[config.mk]
export PLATFORM = sky130hd
export DESIGN_NAME = acc_ctl_reg
export DESIGN_NICKNAME = d
export VERILOG_FILES = /design/src/rtl/acc_ctl_pkg.sv /design/src/rtl/acc_ctl_bus.sv /design/src/rtl/acc_ctl_flags.sv /design/src/rtl/acc_ctl_irq.sv /design/src/rtl/acc_ctl_reg.sv
export SDC_FILE = /design/constraint.sdc
export NUM_CORES = 1
export LEC_CHECK = 0
export BUFFER_PORTS_ARGS = -buffer_cell sky130_fd_sc_hd__buf_2
export CAP_MARGIN = 10
export CORE_MARGIN = 2
export CORE_UTILIZATION = 36
export CTS_CLUSTER_SIZE = 12
export DETAILED_ROUTE_END_ITERATION = 8
export PLACE_DENSITY = 0.82
export SETUP_SLACK_MARGIN = 0.1
export SYNTH_ARGS = -nofsm -noshare
export SYNTH_HDL_FRONTEND = slang
export SYNTH_SLANG_ARGS = --single-unit
[constraint.sdc]
create_clock -name clk -period 1.8 [get_ports clk]
set_clock_uncertainty 0.15 [all_clocks]
set_input_delay 0.18 -clock clk [delete_from_list [all_inputs] [get_ports clk]]
set_output_delay 0.18 -clock clk [all_outputs]
set_load 0.005 [all_outputs]
[src/rtl/acc_ctl_pkg.sv]
package acc_ctl_pkg;
  localparam int REG_W   = 32;
  localparam int B_RUN   = 0;
  localparam int B_MASK  = 4;
  localparam int B_FLAG  = 8;
  localparam int B_DONE  = 12;
  localparam int B_BUSF  = 13;
  localparam int B_STRM  = 14;
  localparam int B_ABRT  = 15;
  localparam int B_PEND  = 16;
  localparam int B_TMO   = 18;

  typedef struct packed {
    logic tmo;
    logic abrt;
    logic strm;
    logic busf;
    logic done;
  } stat_t;

  function automatic logic [REG_W-1:0] build_image(
    input logic run, input logic mask, input logic flag, input stat_t st);
    logic [REG_W-1:0] w;
    w         = '0;
    w[B_RUN]  = run;
    w[B_MASK] = mask;
    w[B_FLAG] = flag;
    w[B_DONE] = st.done;
    w[B_BUSF] = st.busf;
    w[B_STRM] = st.strm;
    w[B_ABRT] = st.abrt;
    w[B_PEND] = flag & ~mask;
    w[B_TMO]  = st.tmo;
    return w;
  endfunction
endpackage

[src/rtl/acc_ctl_bus.sv]
module acc_ctl_bus
  import acc_ctl_pkg::*;
#(
  parameter int ADDR_W   = 8,
  parameter int REG_ADDR = 4
) (
  input  logic              clk,
  input  logic              rst,
  input  logic              bus_wr,
  input  logic              bus_rd,
  input  logic [ADDR_W-1:0] bus_addr,
  input  logic [REG_W-1:0]  image,
  output logic              wr_hit,
  output logic [REG_W-1:0]  rdata
);
  localparam logic [ADDR_W-1:0] MATCH = ADDR_W'(REG_ADDR);

  logic sel;
  assign sel    = (bus_addr == MATCH);
  assign wr_hit = bus_wr & sel;

  always_ff @(posedge clk) begin
    if (rst)                rdata <= '0;
    else if (bus_rd && sel) rdata <= image;
    else                    rdata <= '0;
  end
endmodule

[src/rtl/acc_ctl_flags.sv]
module acc_ctl_flags
  import acc_ctl_pkg::*;
(
  input  logic  clk,
  input  logic  rst,
  input  logic  wr_hit,
  input  logic  wd_run,
  input  logic  wd_mask,
  input  logic  wd_flag,
  input  stat_t ev,
  output logic  run_q,
  output logic  mask_q,
  output logic  flag_q,
  output stat_t stat_q
);
  logic  term;
  logic  start;
  stat_t stat_n;

  assign term  = |ev;
  assign start = wr_hit & wd_run;

  // each status bit: event sets, a new start clears, otherwise hold
  always_comb begin
    if (start) stat_n = '0;
    else       stat_n = stat_q;
    stat_n = stat_n | ev;
  end

  always_ff @(posedge clk) begin
    if (rst) begin
      run_q  <= 1'b0;
      mask_q <= 1'b0;
      flag_q <= 1'b0;
      stat_q <= '0;
    end else begin
      stat_q <= stat_n;
      if (wr_hit) mask_q <= wd_mask;
      if (term)        run_q <= 1'b0;
      else if (wr_hit) run_q <= wd_run;
      if (term)        flag_q <= 1'b1;
      else if (wr_hit) flag_q <= wd_flag;
    end
  end
endmodule

[src/rtl/acc_ctl_irq.sv]
module acc_ctl_irq (
  input  logic clk,
  input  logic rst,
  input  logic flag,
  input  logic mask,
  input  logic pp_irq,
  output logic irq_o
);
  always_ff @(posedge clk) begin
    if (rst) irq_o <= 1'b0;
    else     irq_o <= (flag & ~mask) | pp_irq;
  end
endmodule

[src/rtl/acc_ctl_reg.sv]
module acc_ctl_reg
  import acc_ctl_pkg::*;
#(
  parameter int ADDR_W   = 8,
  parameter int REG_ADDR = 4
) (
  input  logic              clk,
  input  logic              rst,
  input  logic              bus_wr,
  input  logic              bus_rd,
  input  logic [ADDR_W-1:0] bus_addr,
  input  logic [31:0]       bus_wdata,
  output logic [31:0]       bus_rdata,
  input  logic              ev_done,
  input  logic              ev_strm_err,
  input  logic              ev_abort,
  input  logic              ev_bus_err,
  input  logic              ev_timeout,
  input  logic              pp_irq,
  output logic              irq_o
);
  logic             wr_hit;
  logic             run_q;
  logic             mask_q;
  logic             flag_q;
  stat_t            stat_q;
  stat_t            ev;
  logic [REG_W-1:0] image;
  logic             unused_wdata;

  assign ev = '{tmo: ev_timeout, abrt: ev_abort, strm: ev_strm_err,
                busf: ev_bus_err, done: ev_done};
  assign image        = build_image(run_q, mask_q, flag_q, stat_q);
  assign unused_wdata = ^bus_wdata;

  acc_ctl_bus #(.ADDR_W(ADDR_W), .REG_ADDR(REG_ADDR)) u_bus (
    .clk(clk), .rst(rst), .bus_wr(bus_wr), .bus_rd(bus_rd),
    .bus_addr(bus_addr), .image(image), .wr_hit(wr_hit), .rdata(bus_rdata)
  );

  acc_ctl_flags u_flags (
    .clk(clk), .rst(rst), .wr_hit(wr_hit),
    .wd_run(bus_wdata[B_RUN]), .wd_mask(bus_wdata[B_MASK]),
    .wd_flag(bus_wdata[B_FLAG]), .ev(ev),
    .run_q(run_q), .mask_q(mask_q), .flag_q(flag_q), .stat_q(stat_q)
  );

  acc_ctl_irq u_irq (
    .clk(clk), .rst(rst), .flag(flag_q), .mask(mask_q),
    .pp_irq(pp_irq), .irq_o(irq_o)
  );
endmodule

==> results of run 1 <==
through the flow:
step           power (mW)  hold WS, ns  cells
2_1_floorplan      0.4852       0.1085    101
3_3_place_gp       0.4796       0.2427    133
3_5_place_dp       0.4815       0.2595    133
4_1_cts            0.7236      0.01076    143
5_1_grt            0.7498      0.03851    143
6_report           0.7235    -0.002865    143
sequential cells by signal, indices dropped and copies added (netlist names):
name,cells
u_flags.stat_q,5
u_flags.mask_q,1
u_flags.run_q,1
u_irq.irq_o,1
u_flags.flag_q,1
u_bus.rdata,9
timing repair:
item,CTS,global route
resized for setup,0,1
buffers inserted,0,0
hold endpoints to repair,6,0
hold buffers,6,0
setup endpoints to repair,0,1
per-layer routing:
metal / up-vias / global-route usage, %
li1: 289 / -
met1: 265 / 8.759
met2: 39 / 21.49
met3: 0 / 1.170
met4: 0 / 9.009
met5: - / 0
worst min-delay path, cell delays in order:
cell and delay, ns:
buf_2 0.07, a21oi_1 0.04, nor2_1 0.10
kinds of logic after synthesis:
logic type	count (synthesis)	share of synthesized area [%]
buf+inv	26	23.93
simple gates	25	22.66
flops	18	45.64
compound gates	7	4.755
mux	2	2.536
other cells	1	0.4750
how the worst min path moves through the flow:
stage | startpoint | cells past startpoint | end | slack (ns)
final | pp_irq | 3 | u_irq.irq_o | -0.003
after global routing | pp_irq | 3 | u_irq.irq_o | 0.04
after CTS | pp_irq | 3 | u_irq.irq_o | 0.01
after detailed placement | ev_abort | 3 | u_flags.stat_q[3] | 0.26
after global placement | pp_irq | 3 | u_irq.irq_o | 0.24
after floorplan | ev_timeout | 1 | u_flags.run_q | 0.11
report_power, final:
part / switching [mW] / internal [mW]
Sequential: 0.00484 / 0.409
Clock: 0.115 / 0.123
Combinational: 0.0379 / 0.0339
area by class of cell:
type	count	share of cell area, %
inverters	1	0.3856
clock buffers	4	3.728
flip-flops and latches	18	37.02
repair buffers	36	21.59
well taps	27	3.470
multi-input cells	57	33.80
cells in the final DEF, fill, tap and decap left out, types with 2 or more instances in the layout:
cell type	count
buf_2	30
conb_1	23
dfxtp_1	18
and2_1	8
nor2_1	7
a21oi_1	6
dlygate4sd3_1	6
clkbuf_4	3
mux2i_1	2
==> metrics.yaml, run 1 <==
sta:
  rsz0062_at_grt: "false"
  finalCriticalPeriod_ns: 1.725
  final_hold_viol_count: 1
  hold_ws_ns: -0.002865
  fmax_mhz: 579.6
  fin_ws_ns: 0.07478
  slew_viol_final: 0
  fin_crit_sh_pct: 95.85
  setup_violations: 0
  setup_tns_ns: 0
global_route:
  grt_pass1_wl_um: 1973
  antenna_found_initial: 0
  grt_max_degree: 11
  grt_pass1_vias: 486
  grt-ovfl-total: 0
  grt.total_usage_pct: 10.56
clock_network:
  root_buffer: "clkbuf_4"
  path_clk_slew_ns: 0.09
  numCtsBuffers: 3
  cts_tree: "done"
  clkSinkCount: 18
  insertion_delay_ns: 0.28
  clockBufferDepth: 2
  cts_max_level: 1
logic_synthesis:
  yosysTopAreaCellShare_pct: 45.64
  yosysMostFrequentCell: "buf_4"
  yosys-top-cells-count: "24 x buf_4, 18 x dfxtp_1, 8 x and2_1, 7 x nor2_1, 6 x a21oi_1"
  synthFlopType: "dfxtp_1"
  synth_top_area_cell: "dfxtp_1"
  yosys_warnings: 0
  synth_area_per_cell_um2: 9.994
  synth_edf_count: 0
  ys_types: 19
  ys_seq_area_share_pct: 45.64
  synthesis.area_um2: 789.5
  synth_cells: 79
  async_flop_share_pct: 0
  synth.area.top_cells: "dfxtp_1 46%, buf_4 23%, and2_1 6.3%"
  ys_seq_elements: 18
placed_design:
  place_area_um2: 870.8
  hpwl_um: 1015
  globalplace.congestion: 0.8272
  numPortBuffers: 30
  place_ws_ns: 0.3499
die:
  core_area_um2: 2022
  initial_core_util_pct: 39.05
  design.die.area_um2: 2584
  die_y_um: 50.83
  io_pins: 83
  fp-row-count: 16
  die_w_um: 50.83
pwr:
  leakagePower_nw: 0.4939
  p_per_area_nw_per_um2: 743.2
  vdd_drop_max_v: 0.0003395
drt:
  antenna_left: 0
  viasPerCell: 4.147
  top_layer: "met3"
  met2WireLength_um: 778
  wl_met1_um: 454
  via_count: 593
  first_iter_violations: 17
  met3_length_um: 140
  drc: 0
  routed_wl_um: 1373
  post_drt_wl_per_cell_um: 9.601
  drtPass1Iterations: 4
outcome:
  status: "complete, but fails checks"
  violations: "negative hold slack"
final_layout:
  fillers: 182
  final_util_pct: 48.14
  multiInputGateArea_um2: 329.1
  drive_above_1_share_pct: 32.76
  final_nets: 167
  seqCellArea_um2: 360.3
  fin_area_um2: 973.4
  area_growth_syn_to_layout_pct: 23.30
  n_antenna_cell: 0
worst_setup_path:
  rr_startpoint: "u_flags.flag_q"
  reg2reg_depth: 2
  critPathMaxFanout: 3
  r2r_end: "u_flags.flag_q"
  critPathKind: "in2reg"
  path_depth: 5
  slowest_stage: "or4_1"
  critPathRequiredTime_ns: 1.82
  cp.arrival_ns: 1.75
  crit_path_end: "u_flags.flag_q"
  crit_family: "simple AND/OR/NAND/NOR gates"
  crit_start: "ev_abort"
  crit_chain: "dlygate4sd3_1, buf_2, or4_1, nor3_1, a211oi_1"
  worst_path_largest_cell_delay_ns: 0.58
  r2r_slack_ns: 0.86
  end_kind: "register"
  path_buf_inv: 2
  startpoint_type: "primary input"
flow_run:
  drv_cap: 0
hold_path:
  hp-class: "in2reg"
Note: power is estimated with default switching activity, not from simulation.
==> inputs of run 2 (changes only) <==
CORE_UTILIZATION = 30   (was 36)
PLACE_DENSITY = 0.73   (was 0.82)
clock period = 1.5 ns   (was 1.8 ns; I/O delays follow)
==> metrics.yaml, run 2 (synthesis gave the netlist of run 1 again) <==
outcome:
  status: "complete, no violations"
worst_setup_path:
  critPathKind: "in2reg"
  critPathMaxFanout: 4  # +1
  critPathRequiredTime_ns: 1.51  # -0.31 ns
  cp.arrival_ns: 1.19  # -0.56 ns
  end_kind: "register"
  startpoint_type: "primary input"
flow_run:
  drv_cap: 0  # unchanged
global_route:
  antenna_found_initial: 0  # unchanged
  grt_pass1_vias: 506  # +4.1%
  grt_pass1_wl_um: 2173  # +10%
  grt_max_degree: 11  # unchanged
  grt.total_usage_pct: 9.086  # -1.5 points
  grt-ovfl-total: 0  # unchanged
clock_network:
  clkSinkCount: 18  # unchanged
  cts_tree: "done"
  cts_resized: 0  # unchanged
  root_buffer: "clkbuf_4"
  path_clk_slew_ns: 0.09  # about the same
  insertion_delay_ns: 0.28  # about the same
  numCtsBuffers: 3  # unchanged
  clockBufferDepth: 2  # unchanged
  cts_max_level: 1  # unchanged
final_layout:
  area_growth_syn_to_layout_pct: 22.50
  layout_common_cells: "30 x buf_2, 23 x conb_1, 18 x dfxtp_1"
  final_nets: 168  # +0.60%
  fin_area_um2: 967.2  # -0.64%
  drive_above_1_share_pct: 31.03  # -1.7 points
  n_antenna_cell: 0  # unchanged
  largest_reg_flops: 9  # unchanged
  seqCellArea_um2: 360.3  # unchanged
  multiInputGateArea_um2: 322.8  # -1.9%
  mostFrequentLayoutCell: "buf_2"
  fillers: 266  # +46%
  top_register: "u_bus.rdata"
  reg_top3: "u_bus.rdata x9, u_flags.stat_q x5"
die:
  initial_core_util_pct: 31.87  # -7.2 points
  die_y_um: 55.30  # +8.8%
  core_area_um2: 2477  # +23%
  fp-row-count: 18  # +2
  io_pins: 83  # unchanged
  design.die.area_um2: 3058  # +18%
  die_w_um: 55.30  # +8.8%
drt:
  drc: 0  # unchanged
  first_iter_violations: 5  # -12
  routed_wl_um: 1301  # -5.2%
  antenna_left: 0  # unchanged
  viasPerCell: 3.966  # -4.4%
  via_count: 579  # -2.4%
  drtPass1Iterations: 2  # -2
  post_drt_wl_per_cell_um: 8.911  # -7.2%
sta:
  fmax_mhz: 851.4
  slew_viol_final: 0  # unchanged
  rsz0062_at_grt: "false"
  setup_violations: 0  # unchanged
  setup_tns_ns: 0  # unchanged
  finalCriticalPeriod_ns: 1.175
  final_hold_viol_count: 0  # -1
  fin_crit_sh_pct: 78.30
pwr:
  vdd_drop_max_v: 0.0004889  # +44%
  leakagePower_nw: 0.4907  # -0.63%
  p_per_area_nw_per_um2: 828.3  # +11%
placed_design:
  globalplace.congestion: 0.6780  # -18%
  numPortBuffers: 30  # unchanged
  place_area_um2: 874.6  # +0.43%
  hpwl_um: 1049  # +3.4%
hold_path:
  hp-class: "in2reg"
==> run 2: changes by cell type in the layout (fill, tap and decap cells not counted), sizes merged <==
cell / previous run / this run
clkbuf: 4 / 3
dlygate4sd3: 6 / 7
==> run 2: layout make-up <==
class	count	share of cell area (%)
Inverter	1	0.3881
Timing Repair Buffer	37	22.77
Tap cell	30	3.881
Clock buffer	3	2.329
Sequential cell	18	37.26
Multi-Input combinational cell	57	33.38
==> run 2: timing repair <==
item,CTS,global route
endpoints found under the setup margin,0,0
hold buffers,7,0
setup buffers,0,0
endpoints found under the hold margin,8,0
==> run 2: per-layer routing <==
layer,vias to the layer above,track usage [%],share of wire [%]
met5,-,0,0
met4,0,6.272,2.7
met3,4,2.342,12
met2,35,16.84,51
met1,248,8.563,35
li1,292,-,-
==> run 2: report_power, final <==
part | total, mW | switching, mW | internal (mW)
Combinational | 0.0865 | 0.0441 | 0.0424
Clock | 0.219 | 0.126 | 0.0931
Sequential | 0.496 | 0.00537 | 0.491
==> run 2: metrics by stage <==
| step | total power, mW | utilization (%) | setup slack [ns] | hold slack, ns | std cells |
|---|---|---|---|---|---|
| final | 0.8011 | 39.04 | 0.3255 | 0.01261 | 146 |
| after global routing | 0.8378 | 39.04 | 0.2802 | 0.01900 | 146 |
| after detailed placement | 0.5786 | 35.30 | 0.08060 | 0.2173 | 136 |
| after global placement | 0.5762 | 35.30 | 0.1335 | 0.2186 | 136 |
| after floorplan | 0.5823 | - | 0.2856 | 0.07851 | 101 |
| after CTS | 0.8091 | 39.04 | 0.3309 | 0.008269 | 146 |
==> run 2: worst max-delay path, stage by stage <==
cell	delay (ns)
dlygate4sd3_1	0.54
buf_2	0.14
nor4_1	0.28
a211oi_1	0.08
==> run 2: worst paths after layout <==
check	from	endpoint	slack, ns	depth (start not counted)
min	rst	u_flags.stat_q[0]	0.01	2
min reg2reg	u_flags.stat_q[4]	u_bus.rdata[18]	0.31	1
max reg2reg	u_flags.flag_q	u_flags.flag_q	0.60	2
max	ev_timeout	u_flags.flag_q	0.33	4
==> inputs of run 3 (changes only) <==
clock period = 1.02 ns   (was 1.5 ns; I/O delays follow)
==> metrics.yaml, run 3 (synthesis gave the netlist of run 1 again) <==
drt:
  drtPass1Iterations: 3  # +1
  antenna_left: 0  # unchanged
  viasPerCell: 3.986  # +0.51%
  drc: 0  # unchanged
  post_drt_wl_per_cell_um: 9.796  # +9.9%
  routed_wl_um: 1391  # +6.9%
  via_count: 566  # -2.2%
  first_iter_violations: 4  # -1
global_route:
  grt_pass1_wl_um: 2152  # -0.97%
  grt_pass1_vias: 496  # -2.0%
  grt_max_degree: 10  # -1
  antenna_found_initial: 0  # unchanged
  grt-ovfl-total: 0  # unchanged
  grt.total_usage_pct: 9.317  # +0.23 points
die:
  die_w_um: 55.30  # unchanged
  design.die.area_um2: 3058  # unchanged
  die_y_um: 55.30  # unchanged
  fp-row-count: 18  # unchanged
  initial_core_util_pct: 31.87  # unchanged
  core_area_um2: 2477  # unchanged
  io_pins: 83  # unchanged
clock_network:
  cts_tree: "done"
  path_clk_slew_ns: 0.09  # about the same
  clkSinkCount: 18  # unchanged
  cts_hold_buffers: 2  # -5
  insertion_delay_ns: 0.28  # about the same
  cts_max_level: 1  # unchanged
  root_buffer: "clkbuf_4"
  clockBufferDepth: 2  # unchanged
  cts_setup_buffers: 0  # unchanged
  numCtsBuffers: 3  # unchanged
final_layout:
  final_nets: 164  # -2.4%
  seqCellArea_um2: 362.8  # +0.69%
  top_register: "u_bus.rdata"
  n_antenna_cell: 0  # unchanged
  mostFrequentLayoutCell: "buf_2"
  largest_reg_flops: 9  # unchanged
  final_cells: 142  # -2.7%
  multiInputGateArea_um2: 336.6  # +4.3%
  layout_common_cells: "24 x buf_2, 23 x conb_1, 16 x dfxtp_1"
  final_util_pct: 39.49  # +0.45 points
  drive_above_1_share_pct: 38.39  # +7.4 points
  area_growth_syn_to_layout_pct: 23.93
  fillers: 263  # -1.1%
  reg_top3: "u_bus.rdata x9, u_flags.stat_q x5"
sta:
  rsz0062_at_grt: "true"
  fin_crit_sh_pct: 102.0
  fin_ws_ns: -0.02041  # -0.3459 ns
  setup_violations: 2  # +2
  finalCriticalPeriod_ns: 1.040
  setup_tns_ns: -0.02359  # -0.02359 ns
  final_hold_viol_count: 6  # +6
  fmax_mhz: 961.2
  hold_ws_ns: -0.1132  # -0.1258 ns
  slew_viol_final: 0  # unchanged
placed_design:
  numPortBuffers: 30  # unchanged
  dp.cells: 137  # +0.74%
  place_ws_ns: -0.3254  # -0.4060 ns
  globalplace.congestion: 0.7603  # +12%
  hpwl_um: 1140  # +8.6%
worst_setup_path:
  cp.arrival_ns: 1.07  # -0.12 ns
  critPathMaxFanout: 5  # +1
  startpoint_type: "primary input"
  slowest_stage: "nor4b_4"
  crit_chain: "buf_6, nor4b_4, nand4_1, a21oi_1, nor2_1"
  r2r_slack_ns: 0.14  # -0.46 ns
  worst_path_largest_cell_delay_ns: 0.31  # -0.23 ns
  end_kind: "register"
  critPathRequiredTime_ns: 1.05  # -0.46 ns
  critPathKind: "in2reg"
outcome:
  status: "complete, but fails checks"
  violations: "negative hold slack, negative setup slack"
pwr:
  finalPower_mw: 1.182  # +48%
  p_per_area_nw_per_um2: 1208  # +46%
  vdd_drop_max_v: 0.0006242  # +28%
  leakagePower_nw: 0.4876  # -0.64%
hold_path:
  hp-class: "in2reg"
flow_run:
  drv_cap: 0  # unchanged
## run 3: cell count changes in the layout (fill, tap and decap cells not counted), sizes merged
cell,previous run,this run
dlygate4sd3,7,2
buf,30,31
## run 3: final timing paths
path	startpoint	to	depth (start not counted)
hold / removal	ev_timeout	u_flags.run_q	2
setup / recovery	bus_addr[6]	u_flags.stat_q[4]	5
setup reg to reg	u_flags.flag_q	u_flags.flag_q	2
hold reg to reg	u_flags.stat_q[4]	u_bus.rdata[18]	1
## run 3: layer usage
metal	wire, um	track usage [%]
met3	160	3.747
met5	0	0
met2	770	17.69
met4	10	6.272
met1	450	7.659
## run 3: power by group
part	internal, mW	leakage (nW)	switching [mW]
Clock	0.137	0.0138	0.186
Combinational	0.0626	0.325	0.0657
Sequential	0.721	0.148	0.00882
Total	0.921	0.488	0.261
## run 3: what timing repair did
item,4_1_cts,5_1_grt
hold endpoints to repair,8,7
setup endpoints to repair,26,27
pin swaps,7,8
gates resized for setup,9,3
## run 3: area by class of cell
class,instances,share of cell area (%)
inverter,1,0.3836
tap,30,3.836
sequential,18,37.08
clock buffer,3,2.302
multi-input combinational,57,34.40
timing repair buffer,33,21.99
## run 3: per-stage QoR
stage               hold slack, ns  area (um^2)
finish                     -0.1132        978.4
global route               -0.1260        978.4
CTS                        -0.1191        964.7
detailed placement          0.1759        882.1
global placement            0.1637        882.1
floorplan                  0.03051        875.8
## run 3: critical path: cells and delay by family
| family | cells | cell delay (ns) |
|---|---|---|
| AND/OR/NAND/NOR | 3 | 0.64 |
| AO/OA/AOI/OAI | 1 | 0.23 |
| buffers and inverters | 1 | 0.10 |
